File: src/rtl/ics_pkg.sv
package ics_pkg;
  localparam int OPC_W = 4;

  typedef enum logic [2:0] {
    PH_FETCH,
    PH_LOADIR,
    PH_EXEC,
    PH_MEMRD,
    PH_CHECK
  } phase_t;

  typedef enum logic [OPC_W-1:0] {
    OP_LOAD  = 4'd0,
    OP_STORE = 4'd1,
    OP_ADD   = 4'd2,
    OP_JUMP  = 4'd3,
    OP_RETI  = 4'd4,
    OP_ENINT = 4'd5
  } opcode_t;

  typedef struct packed {
    logic is_load;
    logic is_store;
    logic is_add;
    logic is_jump;
    logic is_reti;
    logic is_enint;
  } dec_t;
endpackage

File: src/rtl/ics_decode.sv
module ics_decode
  import ics_pkg::*;
(
  input  logic [OPC_W-1:0] opc,
  output dec_t             dec
);
  always_comb begin
    dec          = '0;
    dec.is_load  = (opc == OP_LOAD);
    dec.is_store = (opc == OP_STORE);
    dec.is_add   = (opc == OP_ADD);
    dec.is_jump  = (opc == OP_JUMP);
    dec.is_reti  = (opc == OP_RETI);
    dec.is_enint = (opc == OP_ENINT);
  end
endmodule

File: src/rtl/ics_ctx_stack.sv
module ics_ctx_stack #(
  parameter int DEPTH = 2,
  parameter int WIDTH = 28
) (
  input  logic             clk,
  input  logic             rst,
  input  logic             push,
  input  logic             pop,
  input  logic [WIDTH-1:0] push_data,
  output logic [WIDTH-1:0] top_data,
  output logic             full,
  output logic             empty
);
  localparam int CNT_W = $clog2(DEPTH + 1);
  localparam int IDX_W = (DEPTH > 1) ? $clog2(DEPTH) : 1;

  logic [WIDTH-1:0] slot [DEPTH];
  logic [CNT_W-1:0] count;
  logic [IDX_W-1:0] wr_idx;
  logic [IDX_W-1:0] rd_idx;

  assign full   = (count == CNT_W'(DEPTH));
  assign empty  = (count == '0);
  assign wr_idx = IDX_W'(count);
  assign rd_idx = IDX_W'(count - CNT_W'(1));
  assign top_data = empty ? '0 : slot[rd_idx];

  always_ff @(posedge clk) begin
    if (rst) begin
      count <= '0;
    end else if (push && !full) begin
      count <= count + CNT_W'(1);
    end else if (pop && !empty) begin
      count <= count - CNT_W'(1);
    end
  end

  always_ff @(posedge clk) begin
    if (push && !full) slot[wr_idx] <= push_data;
  end
endmodule

File: src/rtl/instr_cycle_seq.sv
module instr_cycle_seq
  import ics_pkg::*;
#(
  parameter int ADDR_W     = 12,
  parameter int VECTOR     = 'h100,
  parameter int SAVE_DEPTH = 2
) (
  input  logic              clk,
  input  logic              rst,
  output logic [ADDR_W-1:0] mem_addr,
  output logic [OPC_W+ADDR_W-1:0] mem_wdata,
  output logic              mem_we,
  input  logic [OPC_W+ADDR_W-1:0] mem_rdata,
  input  logic              irq,
  output logic              irq_ack,
  output logic [ADDR_W-1:0] cur_pc,
  output logic [OPC_W+ADDR_W-1:0] accum,
  output logic              int_enable
);
  localparam int DATA_W = OPC_W + ADDR_W;
  localparam int CTX_W  = ADDR_W + DATA_W;
  localparam logic [ADDR_W-1:0] VEC_A = ADDR_W'(VECTOR);

  phase_t            phase;
  logic [ADDR_W-1:0] pc_q;
  logic [DATA_W-1:0] ir_q;
  logic [DATA_W-1:0] acc_q;
  logic              ien_q;
  logic [ADDR_W-1:0] maddr_q;
  logic [DATA_W-1:0] mwd_q;
  logic              mwe_q;
  logic              ack_q;

  logic [OPC_W-1:0]  opc_sel;
  dec_t              dec;
  logic              take_irq;
  logic              do_pop;
  logic              stk_full;
  logic              stk_empty;
  logic [CTX_W-1:0]  ctx_top;

  // Decode the word arriving from memory during capture, the held word later on.
  assign opc_sel = (phase == PH_LOADIR) ? mem_rdata[DATA_W-1 -: OPC_W]
                                        : ir_q[DATA_W-1 -: OPC_W];

  ics_decode u_dec (
    .opc (opc_sel),
    .dec (dec)
  );

  assign take_irq = (phase == PH_CHECK) && irq && ien_q && !stk_full;
  assign do_pop   = (phase == PH_EXEC) && dec.is_reti;

  ics_ctx_stack #(
    .DEPTH (SAVE_DEPTH),
    .WIDTH (CTX_W)
  ) u_stack (
    .clk       (clk),
    .rst       (rst),
    .push      (take_irq),
    .pop       (do_pop),
    .push_data ({pc_q, acc_q}),
    .top_data  (ctx_top),
    .full      (stk_full),
    .empty     (stk_empty)
  );

  always_ff @(posedge clk) begin
    if (rst) begin
      phase   <= PH_FETCH;
      pc_q    <= '0;
      ir_q    <= '0;
      acc_q   <= '0;
      ien_q   <= 1'b0;
      maddr_q <= '0;
      mwd_q   <= '0;
      mwe_q   <= 1'b0;
      ack_q   <= 1'b0;
    end else begin
      mwe_q <= 1'b0;
      ack_q <= 1'b0;
      unique case (phase)
        PH_FETCH: phase <= PH_LOADIR;
        PH_LOADIR: begin
          ir_q <= mem_rdata;
          pc_q <= pc_q + ADDR_W'(1);
          if (dec.is_load || dec.is_add || dec.is_store)
            maddr_q <= mem_rdata[ADDR_W-1:0];
          if (dec.is_store) begin
            mwe_q <= 1'b1;
            mwd_q <= acc_q;
          end
          phase <= PH_EXEC;
        end
        PH_EXEC: begin
          if (dec.is_jump) pc_q <= ir_q[ADDR_W-1:0];
          if (dec.is_reti) begin
            ien_q <= 1'b1;
            if (!stk_empty) {pc_q, acc_q} <= ctx_top;
          end
          if (dec.is_enint) ien_q <= 1'b1;
          phase <= (dec.is_load || dec.is_add) ? PH_MEMRD : PH_CHECK;
        end
        PH_MEMRD: begin
          acc_q <= dec.is_load ? mem_rdata : acc_q + mem_rdata;
          phase <= PH_CHECK;
        end
        PH_CHECK: begin
          if (take_irq) begin
            pc_q    <= VEC_A;
            ien_q   <= 1'b0;
            ack_q   <= 1'b1;
            maddr_q <= VEC_A;
          end else begin
            maddr_q <= pc_q;
          end
          phase <= PH_FETCH;
        end
        default: phase <= PH_FETCH;
      endcase
    end
  end

  assign mem_addr   = maddr_q;
  assign mem_wdata  = mwd_q;
  assign mem_we     = mwe_q;
  assign irq_ack    = ack_q;
  assign cur_pc     = pc_q;
  assign accum      = acc_q;
  assign int_enable = ien_q;
endmodule

File: config.mk
export PLATFORM = sky130hd
export DESIGN_NAME = instr_cycle_seq
export DESIGN_NICKNAME = d
export VERILOG_FILES = /design/src/rtl/ics_pkg.sv /design/src/rtl/ics_decode.sv /design/src/rtl/ics_ctx_stack.sv /design/src/rtl/instr_cycle_seq.sv
export SDC_FILE = /design/constraint.sdc
export NUM_CORES = 1
export LEC_CHECK = 0
export ABC_AREA = 1
export BUFFER_PORTS_ARGS = -buffer_cell sky130_fd_sc_hd__buf_4
export CELL_PAD_IN_SITES_DETAIL_PLACEMENT = 2
export CELL_PAD_IN_SITES_GLOBAL_PLACEMENT = 2
export CORE_AREA = 2 2 153 155
export CTS_CLUSTER_DIAMETER = 100
export CTS_CLUSTER_SIZE = 20
export DETAILED_ROUTE_END_ITERATION = 7
export DIE_AREA = 0 0 155 157
export PLACE_DENSITY = 0.75
export RECOVER_POWER = 50
export SLEW_MARGIN = 20
export SYNTH_ARGS = -nofsm -noshare
export SYNTH_HDL_FRONTEND = slang
export SYNTH_SLANG_ARGS = --single-unit
File: constraint.sdc
create_clock -name clk -period 2.8 [get_ports clk]
set_input_delay 0.56 -clock clk [delete_from_list [all_inputs] [get_ports clk]]
set_output_delay 0.56 -clock clk [all_outputs]
set_load 0.02 [all_outputs]
======== After elaboration in Yosys (flattened, before gate mapping) ========
Memories as Yosys holds them, arrays and structs flattened.
Index checks and enable logic that the tools add are counted.
W data, S select, Z words.
word-level totals
  flip-flop bits (word level) ............. 80
  bits in writable memories ............... 56
  input bits .............................. 19
  output and inout bits ................... 59
  word-level logic and storage cells ...... 80
  memories kept ........................... 1
operators by class
  add/sub/neg operators ................... 4
  equality and inequality tests ........... 15
  muxes and demuxes ....................... 24
  bitwise operators ....................... 2
  reductions and logical operators ........ 24
memory list
  memory        words  bits a word  read ports  clocked after Yosys merged registers in  wr ports  line                 RTL
  u_stack.slot  2      28           1           0                                        1         ics_ctx_stack.sv:17  logic [WIDTH-1:0] slot [DEPTH];
operators by type and width
  cell                     count
  $mux W12                 5
  $mux W16                 3
  $pmux W12 S3             1
  $pmux W16 S2             1
  $pmux W12 S2             1
  $add A16 B16 Y16         1
  $add A12 B1 Y12 const B  1
  $pmux W3 S4              1
  $eq A4 B2 Y1 const B     2
  $eq A4 B3 Y1 const B     2
  $reduce_bool A2 Y1       4
  $mux W1                  7
  $eq A3 B2 Y1 const B     2
  $logic_and A1 B1 Y1      6
  $reduce_and A3 Y1        2
  $eq A4 B1 Y1 const B     1
  $logic_not A4 Y1         1
  $mux W2                  2
  $mux W4                  1
  $ne A2 B1 Y1 const B     2
  $ne A2 B2 Y1 const B     2
  $reduce_and A2 Y1        2
  $reduce_or A2 Y1         2
  $eq A3 B1 Y1 const B     1
  13 further kinds         16

======== Logic depth before layout (Yosys ltp) ========
  depth after elaboration ................. 7
  gate-level depth with buffers ........... 15
  depth with buffers taken out ............ 14

======== Cells and area by module ========
Synthesis repeated with hierarchy kept, for this count alone.
second synthesis, totals
  cell total of the unflattened synthesis .. 913
  area, all modules ....................... 6950.4 um^2
by module, submodules not included
  module           times used  cells each  area each (um^2)  sequential area each (um^2)
  instr_cycle_seq  1           725         4633.2            1561.5
  ics_ctx_stack    1           172         2254.7            1721.7
  ics_decode       1           16          62.6              0.0

======== Worst setup path after synthesis ========
OpenSTA, ideal clock, no wires.
  path kind ............................... reg2reg
  from .................................... register u_stack.count[0]
  to ...................................... memory u_stack.slot[0][0], enable pin
  library setup time ...................... 0.413 ns
  data arrival time ....................... 2.633 ns
  required time ........................... 2.387 ns
  setup slack ............................. -0.246 ns
  cell stages (with the launch flop) ...... 8
  path buffers ............................ 2
  period minus slack after synthesis ...... 3.046 ns
  path through ............................ dfxtp_1 -> inv_1 -> clkbuf_1 -> ha_1 -> nor2_1 -> nand2_1 -> buf_2 -> nor2_1
between the ends
  longest elaborated chain between the ends .. 6
RTL lines
  item                           line                                        RTL
  start, declared                ics_ctx_stack.sv:18                         logic [CNT_W-1:0] count;
  start signal, assigned         ics_ctx_stack.sv:32                         count <= count + CNT_W'(1);
  start signal, assigned         ics_ctx_stack.sv:34                         count <= count - CNT_W'(1);
  $eq A2 B2 Y1                   ics_ctx_stack.sv:22                         assign full = (count == CNT_W'(DEPTH));
  $logic_not A1 Y1               ics_ctx_stack.sv:39, instr_cycle_seq.sv:51
  $logic_and A1 B1 Y1            instr_cycle_seq.sv:51                       assign take_irq = (phase == PH_CHECK) && irq && ien_q && !stk_full;
  $logic_and A1 B1 Y1            ics_ctx_stack.sv:39                         if (push && !full) slot[wr_idx] <= push_data;
  $mux W1                        ics_ctx_stack.sv:39
  $mux W1 (implied by the code)  ics_ctx_stack.sv:39
  end, declared                  ics_ctx_stack.sv:17
Parallel ways exist; a longest one is shown, timed or not.

======== Final worst setup path ========
  from .................................... register phase[2]
  to ...................................... register acc_q[8] (netlist: accum[8])
between the ends
  longest elaborated chain between the ends .. 5
  elaborated cells on any way between the ends .. 12
  those cells by class .................... eq/ne (6); mux (3); reduce/logical (3)
RTL lines
  item                                                         line                               RTL
  start, declared                                              instr_cycle_seq.sv:24              phase_t phase;
  start signal, assigned                                       instr_cycle_seq.sv:102             phase <= (dec.is_load || dec.is_add) ? PH_MEMRD : PH_CHECK;
  $eq A3 B1 Y1                                                 instr_cycle_seq.sv:43              assign opc_sel = (phase == PH_LOADIR) ? mem_rdata[DATA_W-1 -: OPC_W]
  $mux W4                                                      instr_cycle_seq.sv:43
  $eq A4 B3 Y1 or $logic_not A4 Y1 (tied branches)             ics_decode.sv:13, ics_decode.sv:9
  $ne A2 B2 Y1 (no line) or $mux W16 (tied branches)           -
  $reduce_and A3 Y1 (no line) or $pmux W16 S2 (tied branches)  -
  end signal, assigned                                         instr_cycle_seq.sv:99              if (!stk_empty) {pc_q, acc_q} <= ctx_top;
  end signal, assigned                                         instr_cycle_seq.sv:105             acc_q <= dec.is_load ? mem_rdata : acc_q + mem_rdata;
  end, declared                                                instr_cycle_seq.sv:27              logic [DATA_W-1:0] acc_q;
Parallel ways exist; a longest one is shown, timed or not.
A chain may end at the register's enable or synchronous reset.

==> impl_metrics.yaml <==
layout:
  final_nets: 1020
  n_fill_cell: 2646
  multiInputGateArea_um2: 3188
  antenna_cells: 0
  syn_to_final_growth_pct: 18.62
  seq_area_um2: 3283
  drive_gt1_frac: 0.1045
setup_path:
  crit_chain: "inv_2 -> nand3_4 -> inv_1 -> nand2_2 -> nand2_4 -> nor2_8 -> nand2_2 -> nand2_1 -> nor2_1 -> or2_0 -> a21oi_1"
  crit_arrival_ns: 2.67
  crit_required_ns: 3.15
  crit_type: "register to register"
  critPathSlowestCell: "nand2_2"
  crit_top_cell: "nand2_2"
  crit_path_end_kind: "register"
  start_kind: "register"
  cp_slowest_stage_delay_ns: 0.39
  cp_max_fo: 30
sta:
  worst_pin_slew_ns: 1.068
  tns_ns: 0
  setup_violations: 0
  drv_slew: 0
  hold-worst-slack_ns: 0.4576
  fin_skew_ns: 0.01797
  slew_headroom: 0.2882
  post-route-period-util: 0.8269
  rsz0062_at_grt: "false"
  period_needed_ns: 2.315
  hold_viol: 0
  fmax_mhz: 431.9
floorplan:
  die_area_um2: 24340
  die_width_um: 155
  start_util: 0.3093
  die_h_um: 157
  num_io_pins: 78
  core_area_um2: 22500
  rows: 55
routing:
  drt-initial-drc-count: 313
  firstDrtPassIters: 5
  ant_nets: 0
  wirelength_mm: 25.61
  wl_per_cell_um: 20.01
  vias: 6472
  via_per_inst: 5.056
  drc: 0
global_route:
  grt_pass1_vias: 7005
  grt_remaining_overflow: 0
  grt_max_degree: 51
  antenna_found_initial: 0
  grt_pass1_wl_mm: 40.67
  gr-usage-all-layers: 0.2197
placement:
  gp_congestion: 0.8085
  numPortBuffers: 77
  hpwl_mm: 18.17
cts:
  cts_tree: "yes"
  cts_sinks: 136
  cts_hold_buffers: 0
  h-tree-depth: 4
  cts-root-buf: "clkbuf_16"
  cts_buffer_depth: 2
  clkTransAtPathRegs_ns: 0.06
  postCtsSetupBuffers: 0
  cts_buffers: 17
  cts_resized: 0
  clock_latency_ns: 0.43
power:
  pwr-share-comb: 0.301
  p_sw_mw: 2.678
  internal_power_mw: 4.369
  sw_frac_of_total: 0.3800
  p_per_area_nw_per_um2: 853.5
  finalPower_mw: 7.047
  clockPowerShare: 0.327
  p_leak_nw: 3.543
  power_frac_seq: 0.372
  vdd_drop_max_mv: 0.4071
logic_synthesis:
  syn_inst: 901
  yosysMostFrequentCell: "nand2_1"
  yosys_warnings: 0
  synth_area_per_cell_um2: 7.725
  synth_edf_count: 56
  synth_cell_types: 44
  syn-num-nets: 939
  synth_top_area_share: 0.2416
  synth_top_cell_by_area: "edfxtp_1"
  ys_ff_latch: 136
  ys_top_cells_by_count: "211 x nand2_1, 113 x nor2_1, 88 x o21ai_0"
  syn_area_um2: 6960
  ys_seq_area_frac: 0.4717
  synth_area_leaders: "edfxtp_1 24%, dfxtp_1 23%, nand2_1 11%, o21ai_0 6.3%, nor2_1 6.1%"
  ys.flop_type: "dfxtp_1"
  synthArstFlopShare: 0
hold_path:
  hold_class: "register to register"
outcome:
  status: "completed"
run:
  max_cap_violations: 0
==> final cells by class <==
class | count | share of cell area
timing repair buffer | 101 | 0.06607
clock inverter | 14 | 0.01909
inverter | 79 | 0.03591
sequential | 136 | 0.3976
clock buffer | 18 | 0.05198
tap | 285 | 0.04319
multi-input combinational | 647 | 0.3861
==> placed cells by master, fill, tap and decap left out, drive strengths merged <==
master	instances
a211oi	1
a21o	2
a21oi	74
a311oi	1
a31oi	6
and2	1
buf	44
bufinv	3
clkbuf	75
clkinv	9
clkinvlp	3
dfxtp	80
edfxtp	56
fa	1
ha	18
inv	78
mux2i	1
nand2	220
nand3	64
nand4	1
nor2	121
nor3	13
o211ai	5
o21a	1
o21ai	97
o21bai	5
or2	5
xnor2	4
xor2	6
==> critical path, delay by kind of cell, from the launching register on <==
family	cells	cell delay, ns
AND/OR/NAND/NOR	8	1.49
buffers and inverters	2	0.24
flip-flops	1	0.37
AO/OA/AOI/OAI	1	0.13
==> registers in the layout (all words and copies together) (netlist names) <==
signal / count
mem_addr: 12
u_stack.count: 2
u_stack.slot: 56
phase: 3
irq_ack: 1
mem_wdata: 16
accum: 16
int_enable: 1
mem_we: 1
cur_pc: 12
ir_q: 16
==> metrics by stage <==
step / utilization / setup slack [ns] / cell area (um^2) / std cells
floorplan: - / -0.2463 / 6960 / 901
global placement: 0.3512 / 0.5388 / 7903 / 1248
detailed placement: 0.3512 / 0.4693 / 7903 / 1248
CTS: 0.3773 / 0.5179 / 8489 / 1280
global route: 0.3669 / 0.2166 / 8257 / 1280
finish: 0.3669 / 0.4846 / 8257 / 1280
==> logic make-up (layout without fill, tap and decap cells) <==
kind of cell / Yosys count / in the layout / share of synthesized area
AO/OA/AOI/OAI: 192 / 192 / 0.1469
XOR/XNOR: 10 / 10 / 0.01258
adder cells (fa/ha/maj): 19 / 19 / 0.03523
buffers and inverters: 118 / 212 / 0.06992
flip-flops: 136 / 136 / 0.4717
multiplexers: 1 / 1 / 0.001438
AND/OR/NAND/NOR: 425 / 425 / 0.2623
==> power by group through the flow <==
stage | Combinational (mW) | Sequential [mW] | Clock (mW)
floorplan | 1.25 | 2.80 | 0
CTS | 2.28 | 2.62 | 2.34
detailed placement | 2.23 | 2.66 | 0
global route | 2.39 | 2.66 | 2.43
global placement | 2.19 | 2.65 | 0
finish | 2.12 | 2.62 | 2.30
==> final timing paths <==
kind	start	to	slack, ns	cells past startpoint
max	phase[2]$_SDFF_PP0_	accum[8]$_SDFFE_PP0P_	0.48	11
max reg2reg	phase[2]$_SDFF_PP0_	accum[8]$_SDFFE_PP0P_	0.48	11
min reg2reg	ir_q[6]$_SDFFE_PP0P_	ir_q[6]$_SDFFE_PP0P_	0.46	2
min	ir_q[6]$_SDFFE_PP0P_	ir_q[6]$_SDFFE_PP0P_	0.46	2
==> routing by layer <==
layer | track usage | up-vias | wire length [um]
met5 | 0 | - | 0
met4 | 0.06878 | 0 | 478
met3 | 0.03249 | 26 | 734
li1 | - | 3150 | -
met1 | 0.2949 | 3202 | 12240
met2 | 0.3657 | 94 | 12160
Power figures use the tool's default switching activity.
